===== src/rtl/prl_pkg.sv =====
package prl_pkg;
  typedef enum logic [2:0] {
    ST_IDLE  = 3'd0,
    ST_SNOOP = 3'd1,
    ST_WBACK = 3'd2,
    ST_READ  = 3'd3,
    ST_DONE  = 3'd4
  } prl_state_e;
endpackage


===== src/rtl/prl_intake.sv =====
module prl_intake (
  input  logic clk,
  input  logic rst,
  input  logic req_valid,
  input  logic req_serial,
  input  logic idle,
  output logic accept,
  output logic proto_err
);
  assign accept = req_valid & req_serial & idle;

  always_ff @(posedge clk) begin
    if (rst) proto_err <= 1'b0;
    else     proto_err <= req_valid & ~req_serial;
  end


  err_pulse_chk: assert property (@(posedge clk) disable iff (rst)
    (req_valid && !req_serial) |=> proto_err);
endmodule


===== src/rtl/prl_regs.sv =====
module prl_regs #(
  parameter int ADDR_W = 32,
  parameter int DATA_W = 32,
  parameter int LINE_W = 5
) (
  input  logic              clk,
  input  logic              rst,
  input  logic              accept,
  input  logic [ADDR_W-1:0] req_addr,
  input  logic              load_data,
  input  logic [DATA_W-1:0] rd_data,
  output logic [ADDR_W-1:0] addr_q,
  output logic [ADDR_W-1:0] line_addr,
  output logic [DATA_W-1:0] data_q
);
  always_ff @(posedge clk) begin
    if (rst) begin
      addr_q <= '0;
      data_q <= '0;
    end else begin
      if (accept)    addr_q <= req_addr;
      if (load_data) data_q <= rd_data;
    end
  end

  generate
    if (LINE_W > 0) begin : g_align
      assign line_addr = {addr_q[ADDR_W-1:LINE_W], {LINE_W{1'b0}}};
    end else begin : g_noalign
      assign line_addr = addr_q;
    end
  endgenerate


  addr_hold_chk: assert property (@(posedge clk) disable iff (rst)
    !accept |=> $stable(addr_q));
endmodule


===== src/rtl/prl_ctrl.sv =====
module prl_ctrl
  import prl_pkg::*;
(
  input  logic clk,
  input  logic rst,
  input  logic accept,
  input  logic req_valid,
  input  logic req_serial,
  input  logic snp_ack,
  input  logic snp_hit_mod,
  input  logic wb_ack,
  input  logic rd_ack,
  output logic busy,
  output logic snp_req,
  output logic wb_req,
  output logic rd_req,
  output logic fill_valid,
  output logic load_data
);
  prl_state_e st, st_nx;

  always_comb begin
    st_nx = st;
    case (st)
      ST_IDLE:  if (accept)  st_nx = ST_SNOOP;
      ST_SNOOP: if (snp_ack) st_nx = snp_hit_mod ? ST_WBACK : ST_READ;
      ST_WBACK: if (wb_ack)  st_nx = ST_READ;
      ST_READ:  if (rd_ack)  st_nx = ST_DONE;
      ST_DONE:               st_nx = ST_IDLE;
      default:               st_nx = ST_IDLE;
    endcase
  end

  always_ff @(posedge clk) begin
    if (rst) st <= ST_IDLE;
    else     st <= st_nx;
  end

  assign busy       = (st != ST_IDLE);
  assign snp_req    = (st == ST_SNOOP);
  assign wb_req     = (st == ST_WBACK);
  assign rd_req     = (st == ST_READ);
  assign fill_valid = (st == ST_DONE);
  assign load_data  = rd_req & rd_ack;


  start_chk: assert property (@(posedge clk) disable iff (rst)
    $rose(busy) |-> $past(req_valid && req_serial));

  snp_hold_chk: assert property (@(posedge clk) disable iff (rst)
    (snp_req && !snp_ack) |=> snp_req);

  wb_hold_chk: assert property (@(posedge clk) disable iff (rst)
    (wb_req && !wb_ack) |=> wb_req);

  rd_hold_chk: assert property (@(posedge clk) disable iff (rst)
    (rd_req && !rd_ack) |=> rd_req);

  wb_after_hit_chk: assert property (@(posedge clk) disable iff (rst)
    $rose(wb_req) |-> $past(snp_ack && snp_hit_mod));

  clean_to_read_chk: assert property (@(posedge clk) disable iff (rst)
    (snp_req && snp_ack && !snp_hit_mod) |=> (rd_req && !wb_req));

  fill_pulse_chk: assert property (@(posedge clk) disable iff (rst)
    fill_valid |=> (!fill_valid && !busy));
endmodule


===== src/rtl/pte_reload_seq.sv =====
module pte_reload_seq #(
  parameter int ADDR_W = 32,
  parameter int DATA_W = 32,
  parameter int LINE_W = 5
) (
  input  logic              clk,
  input  logic              rst,
  input  logic              req_valid,
  input  logic              req_serial,
  input  logic [ADDR_W-1:0] req_addr,
  output logic              busy,
  output logic              proto_err,
  output logic              snp_req,
  output logic [ADDR_W-1:0] snp_addr,
  input  logic              snp_ack,
  input  logic              snp_hit_mod,
  output logic              wb_req,
  output logic [ADDR_W-1:0] wb_addr,
  input  logic              wb_ack,
  output logic              rd_req,
  output logic [ADDR_W-1:0] rd_addr,
  output logic              rd_uncached,
  input  logic              rd_ack,
  input  logic [DATA_W-1:0] rd_data,
  output logic              fill_valid,
  output logic [DATA_W-1:0] fill_data
);
  logic accept, load_data;
  logic [ADDR_W-1:0] addr_q, line_addr;

  prl_intake u_intake (
    .clk(clk), .rst(rst), .req_valid(req_valid), .req_serial(req_serial),
    .idle(!busy), .accept(accept), .proto_err(proto_err)
  );

  prl_ctrl u_ctrl (
    .clk(clk), .rst(rst), .accept(accept), .req_valid(req_valid),
    .req_serial(req_serial), .snp_ack(snp_ack), .snp_hit_mod(snp_hit_mod),
    .wb_ack(wb_ack), .rd_ack(rd_ack), .busy(busy), .snp_req(snp_req),
    .wb_req(wb_req), .rd_req(rd_req), .fill_valid(fill_valid),
    .load_data(load_data)
  );

  prl_regs #(.ADDR_W(ADDR_W), .DATA_W(DATA_W), .LINE_W(LINE_W)) u_regs (
    .clk(clk), .rst(rst), .accept(accept), .req_addr(req_addr),
    .load_data(load_data), .rd_data(rd_data), .addr_q(addr_q),
    .line_addr(line_addr), .data_q(fill_data)
  );

  assign snp_addr    = addr_q;
  assign wb_addr     = line_addr;
  assign rd_addr     = addr_q;
  assign rd_uncached = 1'b1;
endmodule


===== config.mk =====
export PLATFORM = sky130hd
export DESIGN_NAME = pte_reload_seq
export DESIGN_NICKNAME = d
export VERILOG_FILES = /design/src/rtl/prl_pkg.sv /design/src/rtl/prl_intake.sv /design/src/rtl/prl_regs.sv /design/src/rtl/prl_ctrl.sv /design/src/rtl/pte_reload_seq.sv
export SDC_FILE = /design/constraint.sdc
export NUM_CORES = 1
export LEC_CHECK = 0
export BUFFER_PORTS_ARGS = -buffer_cell sky130_fd_sc_hd__buf_2
export CAP_MARGIN = 30
export CORE_MARGIN = 2
export CORE_UTILIZATION = 39
export CTS_CLUSTER_DIAMETER = 200
export DETAILED_ROUTE_END_ITERATION = 10
export MAX_ROUTING_LAYER = met4
export PLACE_DENSITY = 0.75
export SYNTH_ARGS = -nofsm -noshare
export SYNTH_HDL_FRONTEND = slang
export SYNTH_SLANG_ARGS = --single-unit

===== constraint.sdc =====
create_clock -name clk -period 1.4 [get_ports clk]
set_clock_uncertainty 0.2 [all_clocks]
set_input_delay 0 -clock clk [delete_from_list [all_inputs] [get_ports clk]]
set_output_delay 0 -clock clk [all_outputs]
set_load 0.01 [all_outputs]

=== Yosys cells after proc, flatten, opt, wreduce, memory -nomap -nowiden ===
Index checks and enable logic that the tools add are counted.

* Bitwise gates (word level): 5
* Multiply operators: 0
* Reduce and logical (&&, ||, !) cells: 4
* Order comparisons: 0
* Shift-type cells: 0
* Muxes and demuxes: 6
* Divide/modulo/power cells: 0
* $add $sub $neg: 0
* Eq/ne operators: 8

{| class="wikitable"
|+ Operator list
! operator !! number
|-
| 3-bit 2-to-1 mux || 4
|-
| 3-bit one-hot mux with 4 select lines || 1
|-
| 3-bit by 2-bit equality test with 1-bit output, second input constant || 2
|-
| 1-bit AND || 4
|-
| 2-bit by 1-bit inequality test with 1-bit output, second input constant || 2
|-
| 2-bit inequality test, second input constant || 2
|-
| 4-bit AND reduction || 1
|-
| 3-bit by 1-bit equality test with 1-bit output, second input constant || 1
|-
| 3-bit equality test, second input constant || 1
|-
| 3-bit zero test || 1
|-
| 3-bit nonzero test || 1
|-
| 1-bit zero test || 1
|-
| 1-bit 2-to-1 mux || 1
|-
| 1-bit NOT || 1
|}

* Output and inout bits: 135
* ROM bits: 0
* Latch bits: 0
* Memories: 0
* Bits in writable memories: 0
* Logic and storage cells: 27
* Register bits: 68
* Input port bits: 72

=== Logic depth before layout (Yosys ltp) ===
* Depth after elaboration: 5
* Mapped depth: 6
* Mapped depth without buffers: 3

=== By module ===
From an unflattened synthesis, not the netlist that was laid out.

* Cells, all modules: 299
* Area, all modules: 3,062.9 um2

{| class="wikitable"
|+ By module, submodules not included
! module !! instances !! area an instance (um2) !! sequential area each (um2) !! cells each
|-
| prl_regs || 1 || 2,583.7 || 1,281.2 || 240
|-
| pte_reload_seq || 1 || 255.2 || 0.0 || 35
|-
| prl_ctrl || 1 || 185.2 || 60.1 || 21
|-
| prl_intake || 1 || 38.8 || 20.0 || 3
|}

=== Worst setup path after synthesis ===
No wires, ideal clock.

* Path type: register -> register
* Start point: register u_ctrl.st[2]
* End point: register u_regs.addr_q[0]
* Data required time: 1,128 ps
* Data arrival time: 1,282 ps
* Slack: -154 ps
* Cell stages (with the launch flop): 5
* Path buffers: 1
* Library setup time: 72 ps
* Clock period less this slack: 1,554 ps
* Path through: dfxtp_1 > or3_4 > nor2_8 > buf_8 > mux2i_1

* Word-level cells in the longest chain between the ends: 3

{| class="wikitable"
|+ Ends and longest elaborated chain
! item !! line !! source
|-
| start: declaration || prl_ctrl.sv:20 || <nowiki>prl_state_e st, st_nx;</nowiki>
|-
| start signal: assignment || prl_ctrl.sv:36 || <nowiki>else st <= st_nx;</nowiki>
|-
| 3-bit nonzero test || prl_ctrl.sv:39 || <nowiki>assign busy = (st != ST_IDLE);</nowiki>
|-
| net busy || pte_reload_seq.sv:11 || <nowiki>output logic busy,</nowiki>
|-
| 1-bit zero test || pte_reload_seq.sv:33 || <nowiki>.idle(!busy), .accept(accept), .proto_err(proto_err)</nowiki>
|-
| 1-bit AND || prl_intake.sv:10 || <nowiki>assign accept = req_valid & req_serial & idle;</nowiki>
|-
| end signal: assignment || prl_regs.sv:21 || <nowiki>if (accept) addr_q <= req_addr;</nowiki>
|-
| end: declaration || prl_regs.sv:12 || <nowiki>output logic [ADDR_W-1:0] addr_q,</nowiki>
|}

The timed path passes the listed nets, and every way through them passes these cells.
A chain may end at the register's enable or synchronous reset.

=== Final worst setup path ===
* Start point: register u_ctrl.st[0]
* End point: register u_regs.addr_q[1]

* Word-level cells in the longest chain between the ends: 3

{| class="wikitable"
|+ Ends and longest elaborated chain
! item !! line
|-
| 3-bit nonzero test || prl_ctrl.sv:39
|-
| 1-bit zero test || pte_reload_seq.sv:33
|-
| 1-bit AND || prl_intake.sv:10
|}

Every way passes these cells.

==> impl_metrics.py <==
metrics = {
    "power_and_ir_drop": {
        "leakagePower_nw": 2.628,
        "pwr_density_cell_mw_per_mm2": 839.9,
        "peakVddDrop_mv": 0.4637,
    },
    "routing": {
        "num_vias": 3347,
        "ant_nets": 0,
        "routedWlPerCell_um": 15.35,
        "totalWireLength_um": 10820,
        "dr.pass1.iters": 5,
        "viasPerCell": 4.748,
        "drtIter0Drc": 96,
        "drc": 0,
    },
    "floorplan": {
        "rows": 33,
        "die_y_um": 95.37,
        "initial_core_util_pct": 40.02,
        "fp.coreArea_sq_mm": 0.008134,
        "dieArea_sq_mm": 0.009094,
        "die_w_um": 95.37,
        "ios": 207,
    },
    "final_layout": {
        "fin_util_pct": 67.41,
        "regArea_sq_mm": 0.001364,
        "multiInputGateArea_sq_mm": 0.001648,
        "final_cell_count_no_fill": 705,
        "fill_cells": 596,
        "layout-drive-gt1-share_pct": 54.00,
        "antennaDiodeCount": 0,
        "design_area_sq_mm": 0.005483,
        "layout.nets": 667,
        "syn_to_final_growth_pct": 68.41,
    },
    "cts": {
        "clk_latency_ns": 0.34,
        "cts_root_buf": "clkbuf_8",
        "clk_pin_slew_ns": 0.08,
        "cts_buffer_depth": 2,
        "clock-sinks": 68,
        "cts_buffers": 9,
        "cts_max_level": 3,
        "cts_tree": "done",
    },
    "timing": {
        "fmax_mhz": 637.3,
        "hold_violations": 0,
        "rsz0062_at_grt": "yes",
        "finalSetupViolCount": 69,
        "setup_slack_ns": -0.1692,
        "layout_min_cycle_time_ns": 1.569,
        "fin_crit_sh_pct": 112.1,
        "hold_ws_ns": 0.06381,
        "final-max-slew-violation-count": 0,
    },
    "yosys": {
        "yosysSeqAreaShare_pct": 41.81,
        "synthTopCellsByArea": "dfxtp_1 42%, buf_4 15%, nand2b_1 12%",
        "ys_seq_elements": 68,
        "synth_flop_cell": "dfxtp_1",
        "syn-cell-area_sq_mm": 0.003256,
        "synth_area_leader_cell": "dfxtp_1",
        "yosys.cell_types.count": 23,
        "synth.avg_cell_area_sq_um": 8.823,
        "yosys_warnings": 0,
        "synthArstFlopShare_pct": 0,
        "syn_inst": 369,
        "synth.top_cell.area_share_pct": 41.81,
        "synth_edf_count": 0,
        "yosys-top-cells-count": "68 x dfxtp_1, 66 x nand2_1, 65 x buf_4",
        "synth_most_common_cell": "dfxtp_1",
    },
    "setup_path": {
        "end_kind": "register",
        "critPathMaxFanout": 5,
        "path_cells": "or3_4 -> nor2_8 -> buf_4 -> buf_16 -> mux2i_1",
        "worstSetupPathType": "reg2reg",
        "crit_slowest_cell": "or3_4",
        "critPathMaxStageDelay_ns": 0.42,
        "cp.arrival_ns": 1.64,
        "cp-start-kind": "register",
        "cp_data_required_time_ns": 1.47,
    },
    "global_route": {
        "grt_pass1_vias": 3106,
        "grt_usage_pct": 21.41,
        "grt_max_degree": 57,
        "grt_pass1_wl_um": 14580,
        "grt_antenna_before_repair": 0,
        "grt-ovfl-total": 0,
    },
    "outcome": {
        "violations": "setup timing",
        "status": "complete, but fails checks",
    },
    "placement": {
        "place_congestion": 0.7495,
        "place_hpwl_um": 5453,
        "dp_cells": 600,
        "place_area_sq_mm": 0.003939,
        "port-buffer-count": 200,
        "pre_cts_slack_ns": -0.1478,
    },
    "hold_path": {
        "hp-class": "in2reg",
    },
    "job": {
        "maxCapViolations": 0,
    },
}
-- cells by family (layout without fill, tap and decap cells) --
| kind of cell | Yosys count | in the layout | share of synthesized area [%] |
|---|---|---|---|
| and+or+nand+nor | 142 | 142 | 23.14 |
| buffers and inverters | 88 | 315 | 18.91 |
| DFF | 68 | 68 | 41.81 |
| AOI/OAI and AO/OA | 37 | 37 | 6.073 |
| muxes | 32 | 32 | 9.839 |
| other | 2 | 6 | 0.2307 |
-- through the flow --
step                      setup TNS, ns  total power [mW]
after global routing             -10.96             4.806
after floorplan                  -2.694             2.563
final                            -7.281             4.605
after CTS                        -5.342             4.587
after global placement           -2.266             2.723
after detailed placement         -3.106             2.735
-- power breakdown --
part / internal [mW] / switching, mW / leakage (nW) / total (mW)
clock network: 0.868 / 0.774 / 0.0983 / 1.64
logic: 0.503 / 0.407 / 1.98 / 0.910
registers: 2.00 / 0.0553 / 0.552 / 2.05
total: 3.37 / 1.24 / 2.63 / 4.60
-- per-layer routing --
| layer | part of all wire [%] | global-route usage [%] |
|---|---|---|
| met3 | 6.6 | 3.794 |
| met4 | 2.3 | 10.14 |
| met1 | 36 | 22.40 |
| met2 | 55 | 38.79 |
| met5 | 0 | - |
-- worst max-delay path, delay by kind of cell, from the launching register on --
kind	cells	cell delay [ns]
AND/OR/NAND/NOR	2	0.54
flip-flops	1	0.31
buffers and inverters	2	0.27
multiplexers	1	0.18
-- worst paths after layout --
kind	cells past startpoint	end	slack, ns	startpoint
max reg2reg	5	u_regs.addr_q[1]	-0.17	u_ctrl.st[0]
max	5	u_regs.addr_q[1]	-0.17	u_ctrl.st[0]
min	4	u_regs.addr_q[7]	0.06	rst
min reg2reg	2	u_regs.data_q[28]	0.26	u_regs.data_q[28]
-- flip-flops by register name, indices dropped and copies added, names as in the netlist --
name                flops
u_regs.data_q          32
u_ctrl.st               3
u_regs.addr_q          32
u_intake.proto_err      1
-- final cells by class --
cell class                      count  area share [%]
Timing Repair Buffer              299           39.00
Tap cell                          105           2.396
Sequential cell                    68           24.87
Clock inverter                      6           1.164
Clock buffer                       10           2.510
Multi-Input combinational cell    217           30.05
-- placed cells by master (no fill, tap or decap), types with 5 or more instances in the layout --
| cell | instances |
|---|---|
| nand2_1 | 23 |
| dlygate4sd3_1 | 75 |
| dfxtp_1 | 66 |
| nand2_4 | 20 |
| buf_4 | 5 |
| nand2b_1 | 64 |
| buf_6 | 9 |
| nand2_2 | 23 |
| mux2i_1 | 32 |
| clkbuf_8 | 10 |
| a21oi_2 | 29 |
| buf_2 | 199 |
| buf_12 | 6 |
| conb_1 | 6 |
-- timing repair --
action,4_1_cts,5_1_grt
hold endpoints to repair,68,0
gates resized for setup,24,93
endpoints found under the setup margin,68,71
setup buffers,5,3
cloned,4,3
pin swaps,10,28
hold buffers,75,0
No activity file was read; power rests on OpenSTA's default activity.
